File: config.mk
export PLATFORM = sky130hd
export DESIGN_NAME = tx_lane_front
export DESIGN_NICKNAME = d
export VERILOG_FILES = /design/src/rtl/tx_lane_pkg.sv /design/src/rtl/tx_lane_hold.sv /design/src/rtl/tx_lane_shifter.sv /design/src/rtl/tx_lane_front.sv
export SDC_FILE = /design/constraint.sdc
export NUM_CORES = 1
export LEC_CHECK = 0
export CORE_MARGIN = 5
export CORE_UTILIZATION = 62
export DETAILED_ROUTE_END_ITERATION = 10
export DONT_BUFFER_PORTS = 1
export GPL_TIMING_DRIVEN = 0
export PLACE_DENSITY = 0.89
export SLEW_MARGIN = 15
export SYNTH_ARGS = -nofsm -noshare
export SYNTH_HDL_FRONTEND = slang
export SYNTH_HIERARCHICAL = 1
export SYNTH_SLANG_ARGS = --single-unit
File: constraint.sdc
create_clock -name clk -period 2.03 [get_ports clk]
set_input_delay 0.203 -clock clk [delete_from_list [all_inputs] [get_ports clk]]
set_output_delay 0.203 -clock clk [all_outputs]
set_load 0.01 [all_outputs]
File: src/rtl/tx_lane_pkg.sv
package tx_lane_pkg;
   typedef enum logic [1:0] {
      SH_IDLE = 2'd0,
      SH_WAIT = 2'd1,
      SH_SEND = 2'd2
   } sh_state_t;
endpackage

File: src/rtl/tx_lane_hold.sv
module tx_lane_hold #(
   parameter int LANE_W = 8,
   parameter int LANES  = 3,
   localparam int SEL_W  = $clog2(LANES + 1),
   localparam int DATA_W = LANE_W * LANES
) (
   input  logic              clk,
   input  logic              rst_n,
   input  logic              wr_en,
   input  logic [SEL_W-1:0]  wr_sel,
   input  logic [DATA_W-1:0] wr_data,
   input  logic              multidrop_en,
   input  logic              take,
   output logic [LANE_W-1:0] hold_byte,
   output logic              hold_addr,
   output logic              hold_full
);
   logic [LANE_W-1:0] lanes [LANES];
   logic [LANE_W-1:0] pick;
   logic              is_addr;

   for (genvar g = 0; g < LANES; g++) begin : g_lane
      assign lanes[g] = wr_data[g*LANE_W +: LANE_W];
   end

   always_comb begin
      pick = lanes[0];
      for (int i = 1; i < LANES; i++) begin
         if (wr_sel == SEL_W'(i)) pick = lanes[i];
      end
   end

   assign is_addr = (wr_sel == SEL_W'(LANES));

   always_ff @(posedge clk or negedge rst_n) begin
      if (!rst_n) begin
         hold_byte <= '0;
         hold_addr <= 1'b0;
         hold_full <= 1'b0;
      end else if (wr_en) begin
         hold_byte <= pick;
         hold_addr <= is_addr && multidrop_en;
         hold_full <= 1'b1;
      end else if (take) begin
         hold_full <= 1'b0;
      end
   end
endmodule

File: src/rtl/tx_lane_shifter.sv
module tx_lane_shifter
   import tx_lane_pkg::*;
#(
   parameter int LANE_W    = 8,
   parameter int IDLE_BITS = 2,
   localparam int FRAME_W = LANE_W + 3,
   localparam int IDX_W   = $clog2(FRAME_W),
   localparam int CNT_W   = $clog2(IDLE_BITS + 1)
) (
   input  logic              clk,
   input  logic              rst_n,
   input  logic              load,
   input  logic [LANE_W-1:0] data,
   input  logic              addr_bit,
   input  logic              multidrop_en,
   input  logic              msb_first,
   input  logic              baud_tick,
   output logic              txd,
   output logic              idle
);
   sh_state_t          state_q;
   logic [CNT_W-1:0]   cnt_q;
   logic [IDX_W-1:0]   idx_q;
   logic [FRAME_W-1:0] frame_q;
   logic [LANE_W-1:0]  rev;
   logic [LANE_W-1:0]  ordered;
   logic               ninth;

   for (genvar g = 0; g < LANE_W; g++) begin : g_rev
      assign rev[g] = data[LANE_W-1-g];
   end

   assign ordered = msb_first ? rev : data;
   assign ninth   = multidrop_en ? addr_bit : ^data;

   always_ff @(posedge clk or negedge rst_n) begin
      if (!rst_n) begin
         state_q <= SH_IDLE;
         cnt_q   <= '0;
         idx_q   <= '0;
         frame_q <= '1;
      end else begin
         unique case (state_q)
            SH_IDLE: begin
               if (load) begin
                  frame_q <= {1'b1, ninth, ordered, 1'b0};
                  cnt_q   <= '0;
                  idx_q   <= '0;
                  state_q <= SH_WAIT;
               end
            end
            SH_WAIT: begin
               if (baud_tick) begin
                  if (cnt_q == CNT_W'(IDLE_BITS)) state_q <= SH_SEND;
                  else                            cnt_q   <= cnt_q + 1'b1;
               end
            end
            SH_SEND: begin
               if (baud_tick) begin
                  if (idx_q == IDX_W'(FRAME_W - 1)) begin
                     state_q <= SH_IDLE;
                  end else begin
                     frame_q <= {1'b1, frame_q[FRAME_W-1:1]};
                     idx_q   <= idx_q + 1'b1;
                  end
               end
            end
            default: state_q <= SH_IDLE;
         endcase
      end
   end

   assign txd  = (state_q == SH_SEND) ? frame_q[0] : 1'b1;
   assign idle = (state_q == SH_IDLE);
endmodule

File: src/rtl/tx_lane_front.sv
module tx_lane_front #(
   parameter int LANE_W    = 8,
   parameter int LANES     = 3,
   parameter int IDLE_BITS = 2,
   localparam int SEL_W  = $clog2(LANES + 1),
   localparam int DATA_W = LANE_W * LANES
) (
   input  logic              clk,
   input  logic              rst_n,
   input  logic              wr_en,
   input  logic [SEL_W-1:0]  wr_sel,
   input  logic [DATA_W-1:0] wr_data,
   input  logic              multidrop_en,
   input  logic              msb_first,
   input  logic              irq_en,
   input  logic              baud_tick,
   output logic              txd,
   output logic              hold_empty,
   output logic              shift_empty,
   output logic              irq
);
   if (LANE_W < 2) begin : g_bad_lane
      $error("tx_lane_front: LANE_W must be at least 2");
   end
   if (LANES < 1) begin : g_bad_lanes
      $error("tx_lane_front: LANES must be at least 1");
   end
   if (IDLE_BITS < 2 || IDLE_BITS > 3) begin : g_bad_idle
      $error("tx_lane_front: IDLE_BITS must be 2 or 3 to stay inside the 2..4 bit window");
   end

   logic [LANE_W-1:0] hold_byte;
   logic              hold_addr;
   logic              hold_full;
   logic              sh_idle;
   logic              take;

   assign take = hold_full && sh_idle;

   tx_lane_hold #(.LANE_W(LANE_W), .LANES(LANES)) u_hold (
      .clk          (clk),
      .rst_n        (rst_n),
      .wr_en        (wr_en),
      .wr_sel       (wr_sel),
      .wr_data      (wr_data),
      .multidrop_en (multidrop_en),
      .take         (take),
      .hold_byte    (hold_byte),
      .hold_addr    (hold_addr),
      .hold_full    (hold_full)
   );

   tx_lane_shifter #(.LANE_W(LANE_W), .IDLE_BITS(IDLE_BITS)) u_shift (
      .clk          (clk),
      .rst_n        (rst_n),
      .load         (take),
      .data         (hold_byte),
      .addr_bit     (hold_addr),
      .multidrop_en (multidrop_en),
      .msb_first    (msb_first),
      .baud_tick    (baud_tick),
      .txd          (txd),
      .idle         (sh_idle)
   );

   assign hold_empty  = !hold_full;
   assign shift_empty = sh_idle;
   assign irq         = hold_empty && irq_en;
endmodule

# Word-level counts from Yosys, hierarchy flattened
# Cells that the tools add are included.
[word_totals]
reg_bits = 29
input_bits = 33
out_inout_bits = 4
word_cells = 60
[op_classes]
addsub = 2
eq_ne = 14
muxes = 25
reduce_logical = 12
[op_table]
columns = ["operator", "n"]
rows = [
  ["$mux 11", 3],
  ["$mux 8", 3],
  ["$pmux 11 s2", 1],
  ["$mux 2", 8],
  ["$mux 4", 3],
  ["$eq 2x2->1 const B", 4],
  ["$ne 2x2->1 const B", 4],
  ["$pmux 4 s2", 1],
  ["$reduce_and 4->1", 2],
  ["$reduce_xor 8->1", 1],
  ["$ne 2x1->1 const B", 3],
  ["$pmux 2 s3", 1],
  ["$reduce_bool 2->1", 3],
  ["$reduce_and 5->1", 1],
  ["$add 4x1->4 const B", 1],
  ["$eq 2x1->1 const B", 2],
  ["$eq 4x4->1 const B", 1],
  ["$mux 1", 4],
  ["$pmux 2 s2", 1],
  ["$logic_and 1x1->1", 3],
  ["$add 2x1->2 const B", 1],
  ["$logic_not 2->1", 1],
  ["$logic_not 1->1", 1],
]

# Logic depth before layout (Yosys ltp)
[logic_depth]
ltp_word = 4
depth_mapped = 8
depth_no_buf = 6

# Cells and area by module
# Netlist, hierarchy kept.
[by_module_without_submodules]
columns = ["module", "instances", "cells_each", "area_each_um2"]
rows = [
  ["tx_lane_shifter", 1, 115, 1124.8],
  ["tx_lane_hold", 1, 53, 605.6],
  ["tx_lane_front", 1, 3, 16.3],
]

# Least setup slack after synthesis
# Ideal clock, no wire load.
[synth_path]
kind = "reg2reg"
startpoint = "reg u_shift.state_q[0]"
endpoint = "reg u_shift.idx_q[0]"
arrival_time_ns = 1.581
required_time_ns = 1.905
path_slack_ns = 0.324
path_stages_with_launch = 7
n_path_buf = 1
period_less_slack_ns = 1.706
path_cell_list = "dfrtp_1 > buf_6 > nor2_1 > and2_1 > nor3b_4 > a21oi_4 > mux2_2"
[synth_via]
elab_chain_len = 4
[synth_rtl]
columns = ["item", "line_no", "source"]
rows = [
  ["start, declared", "tx_lane_shifter.sv:21", "sh_state_t state_q;"],
  ["start signal, assigned", "tx_lane_shifter.sv:38", "state_q <= SH_IDLE;"],
  ["start signal, assigned", "tx_lane_shifter.sv:49", "state_q <= SH_WAIT;"],
  ["start signal, assigned", "tx_lane_shifter.sv:54", "if (cnt_q == CNT_W'(IDLE_BITS)) state_q <= SH_SEND;"],
  ["$logic_not 2->1", "tx_lane_shifter.sv:74", "assign idle = (state_q == SH_IDLE);"],
  ["named net shift_empty", "tx_lane_front.sv:19", "output logic shift_empty,"],
  ["$logic_and 1x1->1", "tx_lane_front.sv:38", "assign take = hold_full && sh_idle;"],
  ["named net take", "tx_lane_front.sv:36", "logic take;"],
  ["$ne 2x1->1 (no line)", "-", ""],
  ["$reduce_and 4->1 (no line)", "-", ""],
  ["end signal, assigned", "tx_lane_shifter.sv:64", "idx_q <= idx_q + 1'b1;"],
  ["end, declared", "tx_lane_shifter.sv:23", "logic [IDX_W-1:0] idx_q;"],
]
# The timed path passes the listed nets, and every way through them passes these cells.
# A chain may end at the register's enable or synchronous reset.

# Worst setup path after layout
[layout_path]
startpoint = "reg u_shift.state_q[1]"
endpoint = "reg u_shift.frame_q[1]"
[layout_via]
elab_chain_len = 4
[layout_rtl]
columns = ["item", "line_no", "source"]
rows = [
  ["$logic_not 2->1", "tx_lane_shifter.sv:74", ""],
  ["named net shift_empty", "tx_lane_front.sv:19", ""],
  ["$logic_and 1x1->1", "tx_lane_front.sv:38", ""],
  ["named net take", "tx_lane_front.sv:36", ""],
  ["$ne 2x1->1 (no line)", "-", ""],
  ["$reduce_and 4->1 (no line)", "-", ""],
  ["end signal, assigned", "tx_lane_shifter.sv:46", "frame_q <= {1'b1, ninth, ordered, 1'b0};"],
  ["end signal, assigned", "tx_lane_shifter.sv:63", "frame_q <= {1'b1, frame_q[FRAME_W-1:1]};"],
  ["end, declared", "tx_lane_shifter.sv:24", "logic [FRAME_W-1:0] frame_q;"],
]
# The timed path passes the listed nets, and every way through them passes these cells.

==> metrics.txt <==
Max rail drop VDD 0.709 mV; Synth Net Count 207; startpoint types register; Antenna Diode Count 0; Ports 37; GR Overflow Total 0; Post-synth ARST share 100%; PD cells 1050 mW/mm^2; CP Class register to register; Clock Path Buffers 2; power consumption 1.97 mW; RD Place Congestion 0.749; min cycle time layout 1.88 ns; final instance area 0.00186 mm^2; Syn Area/Cell 10.2 um^2; RSZ-0062 raised after global routing no; worst r2r path cells 6; Worst slew margin 77.8%; Synth cell types 40; largest net degree at the start of global routing 29; share of the yosys chip area belonging to registers 40.8%; Gate Count Post-Synth 171; I/O Buffers 0; cts bufs inserted 3; share of the synthesized area in the top cell type 25.8%; Site Rows 19; yosys warns 6; most common cell in the netlist mux2i_1; latest clock arrival within the worst-skew pair 0.33 ns; P&R area growth vs syn 6.73%; DRC violations left 0; root buffer cell clkbuf_4; initial antenna violation count 0; Synth Register Bits 28; Final #Nets 215; Total Wirelength 3480 um; Max-Cap Viols 0; Iter 0 DRT Violations 69; CTS tree yes; Synth Flop Type dfrtp_1; die width 63.1 um; Sink Count 28; worst-margin pin slew 0.333 ns; Post-synth top cells 25 x mux2i_1, 18 x dfrtp_1, 15 x nand2_1, 12 x nor2_1; Crit Path Max Fanout 8; Post-Route Skew 0.00241 ns; CP startpoint u_shift/state_q[1]$_DFFE_PN0P_; crit path DAT 2.16 ns; FMAX 532 MHz; GR Util All Layers 18.6%; setup repair bufs after CTS 0; share of cells above drive strength 1 17.4%; final hold violations 0; Reg clk slew, reported paths 0.15 ns; synthesized area 0.00175 mm^2; global-route wire length before repair 6150 um; Via Count 1278; Placement Cell Area 0.00179 mm^2; dpl hpwl 2640 um; TritonRoute pass-1 iters 4; fin crit share 92.6%; die area 0.00398 mm^2; core box area 0.00273 mm^2; Hold WC Path Type primary input to register; vias in the first global route 1329; Final setup viols 0; Synth area leaders dfrtp_1 26%, dfstp_2 15%, mux2i_1 14%; CP Capture Type register; Initial Util 63.9%; r2r setup slk 0.15 ns; setup TNS 0 ns; Hold Crit Start multidrop_en; Post-synth EDFFs 0; status finished clean; post-DR wirelength/cell 16.7 um; Final Max Tran Viols 0; Hold Path Cell Cnt 3; H-tree depth 1; Die H 63.1 um; P_leak 0.821 nW; Vias/cell 6.11; Reg-to-Reg Start u_shift/state_q[1]$_DFFE_PN0P_; Post-DRT Antenna Nets 0; Critical Path RT 2.31 ns; post-synth top area cell dfrtp_1
layer usage:
layer / track usage (%) / share of wire, %
met4: 6.10 / 0.98
met5: 0 / 0
met1: 25.5 / 44
met3: 2.31 / 4.5
met2: 30.4 / 50
metrics by stage:
step / cells / worst slack [ns] / hold slack (ns) / utilization, %
floorplan: 171 / 0.324 / -0.0926 / -
global placement: 202 / 0.182 / -0.0915 / 65.3
detailed placement: 202 / 0.0986 / -0.0913 / 65.3
CTS: 209 / 0.0558 / 0.0128 / 68.1
global route: 209 / 0.0159 / 0.00676 / 68.2
finish: 209 / 0.150 / 0.0318 / 68.2
state kept, by name, summed over array words and instances (netlist names):
register and flops:
u_shift/state_q 2, u_hold/hold_addr 1, u_shift/cnt_q 2, u_hold/hold_full 1, u_shift/idx_q 4, u_hold/hold_byte 8, u_shift/frame_q 10
critical path: stages, from the launching register on:
cell and delay, ns:
dfrtp_1 0.50, nor2_2 0.26, and2_1 0.27, nor3b_4 0.34, a21oi_4 0.10, a211oi_1 0.24, a21o_2 0.13
cells in the final DEF (no fill, tap or decap), drive strengths merged, types with 8 or more instances in the layout:
| cell type | n |
|---|---|
| dfrtp | 18 |
| nor2 | 12 |
| o21ai | 11 |
| dfstp | 10 |
| buf | 8 |
| mux2i | 25 |
| nand2 | 15 |
| nand2b | 10 |
| a21oi | 9 |
| o221ai | 8 |
report_power, final:
group	total, mW	leakage (nW)	switching [mW]	internal (mW)
clock	0.275	0.0210	0.165	0.110
combinational	0.775	0.469	0.405	0.370
sequential	0.915	0.331	0.133	0.782
total	1.97	0.821	0.703	1.26
final cells by class:
| class | count | area, um^2 |
|---|---|---|
| well taps | 31 | 38.8 |
| fillers | 207 | 870 |
| flip-flops and latches | 28 | 713 |
| clock buffers | 4 | 36.3 |
| inverters | 7 | 26.3 |
| plain buffers | 9 | 85.1 |
| repair buffers | 3 | 40.0 |
| multi-input cells | 127 | 925 |
cells by family (layout without fill, tap and decap cells):
logic type      after synthesis  after routing  share of synthesized area (%)
simple gates                 52             52                           16.2
compound gates               37             37                           15.0
flops                        28             28                           40.8
mux                          26             26                           15.0
buf+inv                      16             23                           6.37
xor+xnor                      9              9                           4.51
fa+ha+maj                     3              3                           2.15
worst paths after layout:
check,end
max reg2reg,u_shift/frame_q[1]$_DFFE_PN1P_
max in group asynchronous,u_shift/frame_q[7]$_DFFE_PN1P_
min,u_shift/frame_q[9]$_DFFE_PN1P_
min in group asynchronous,u_shift/idx_q[0]$_DFFE_PN0P_
min reg2reg,u_shift/frame_q[5]$_DFFE_PN1P_
max,u_shift/frame_q[1]$_DFFE_PN1P_
timing repair:
action                                 4_1_cts  5_1_grt
endpoints found under the hold margin       29        0
resized for setup                            0        1
hold buffers                                 3        0
setup endpoints to repair                    0        6
Power figures use the tool's default switching activity.
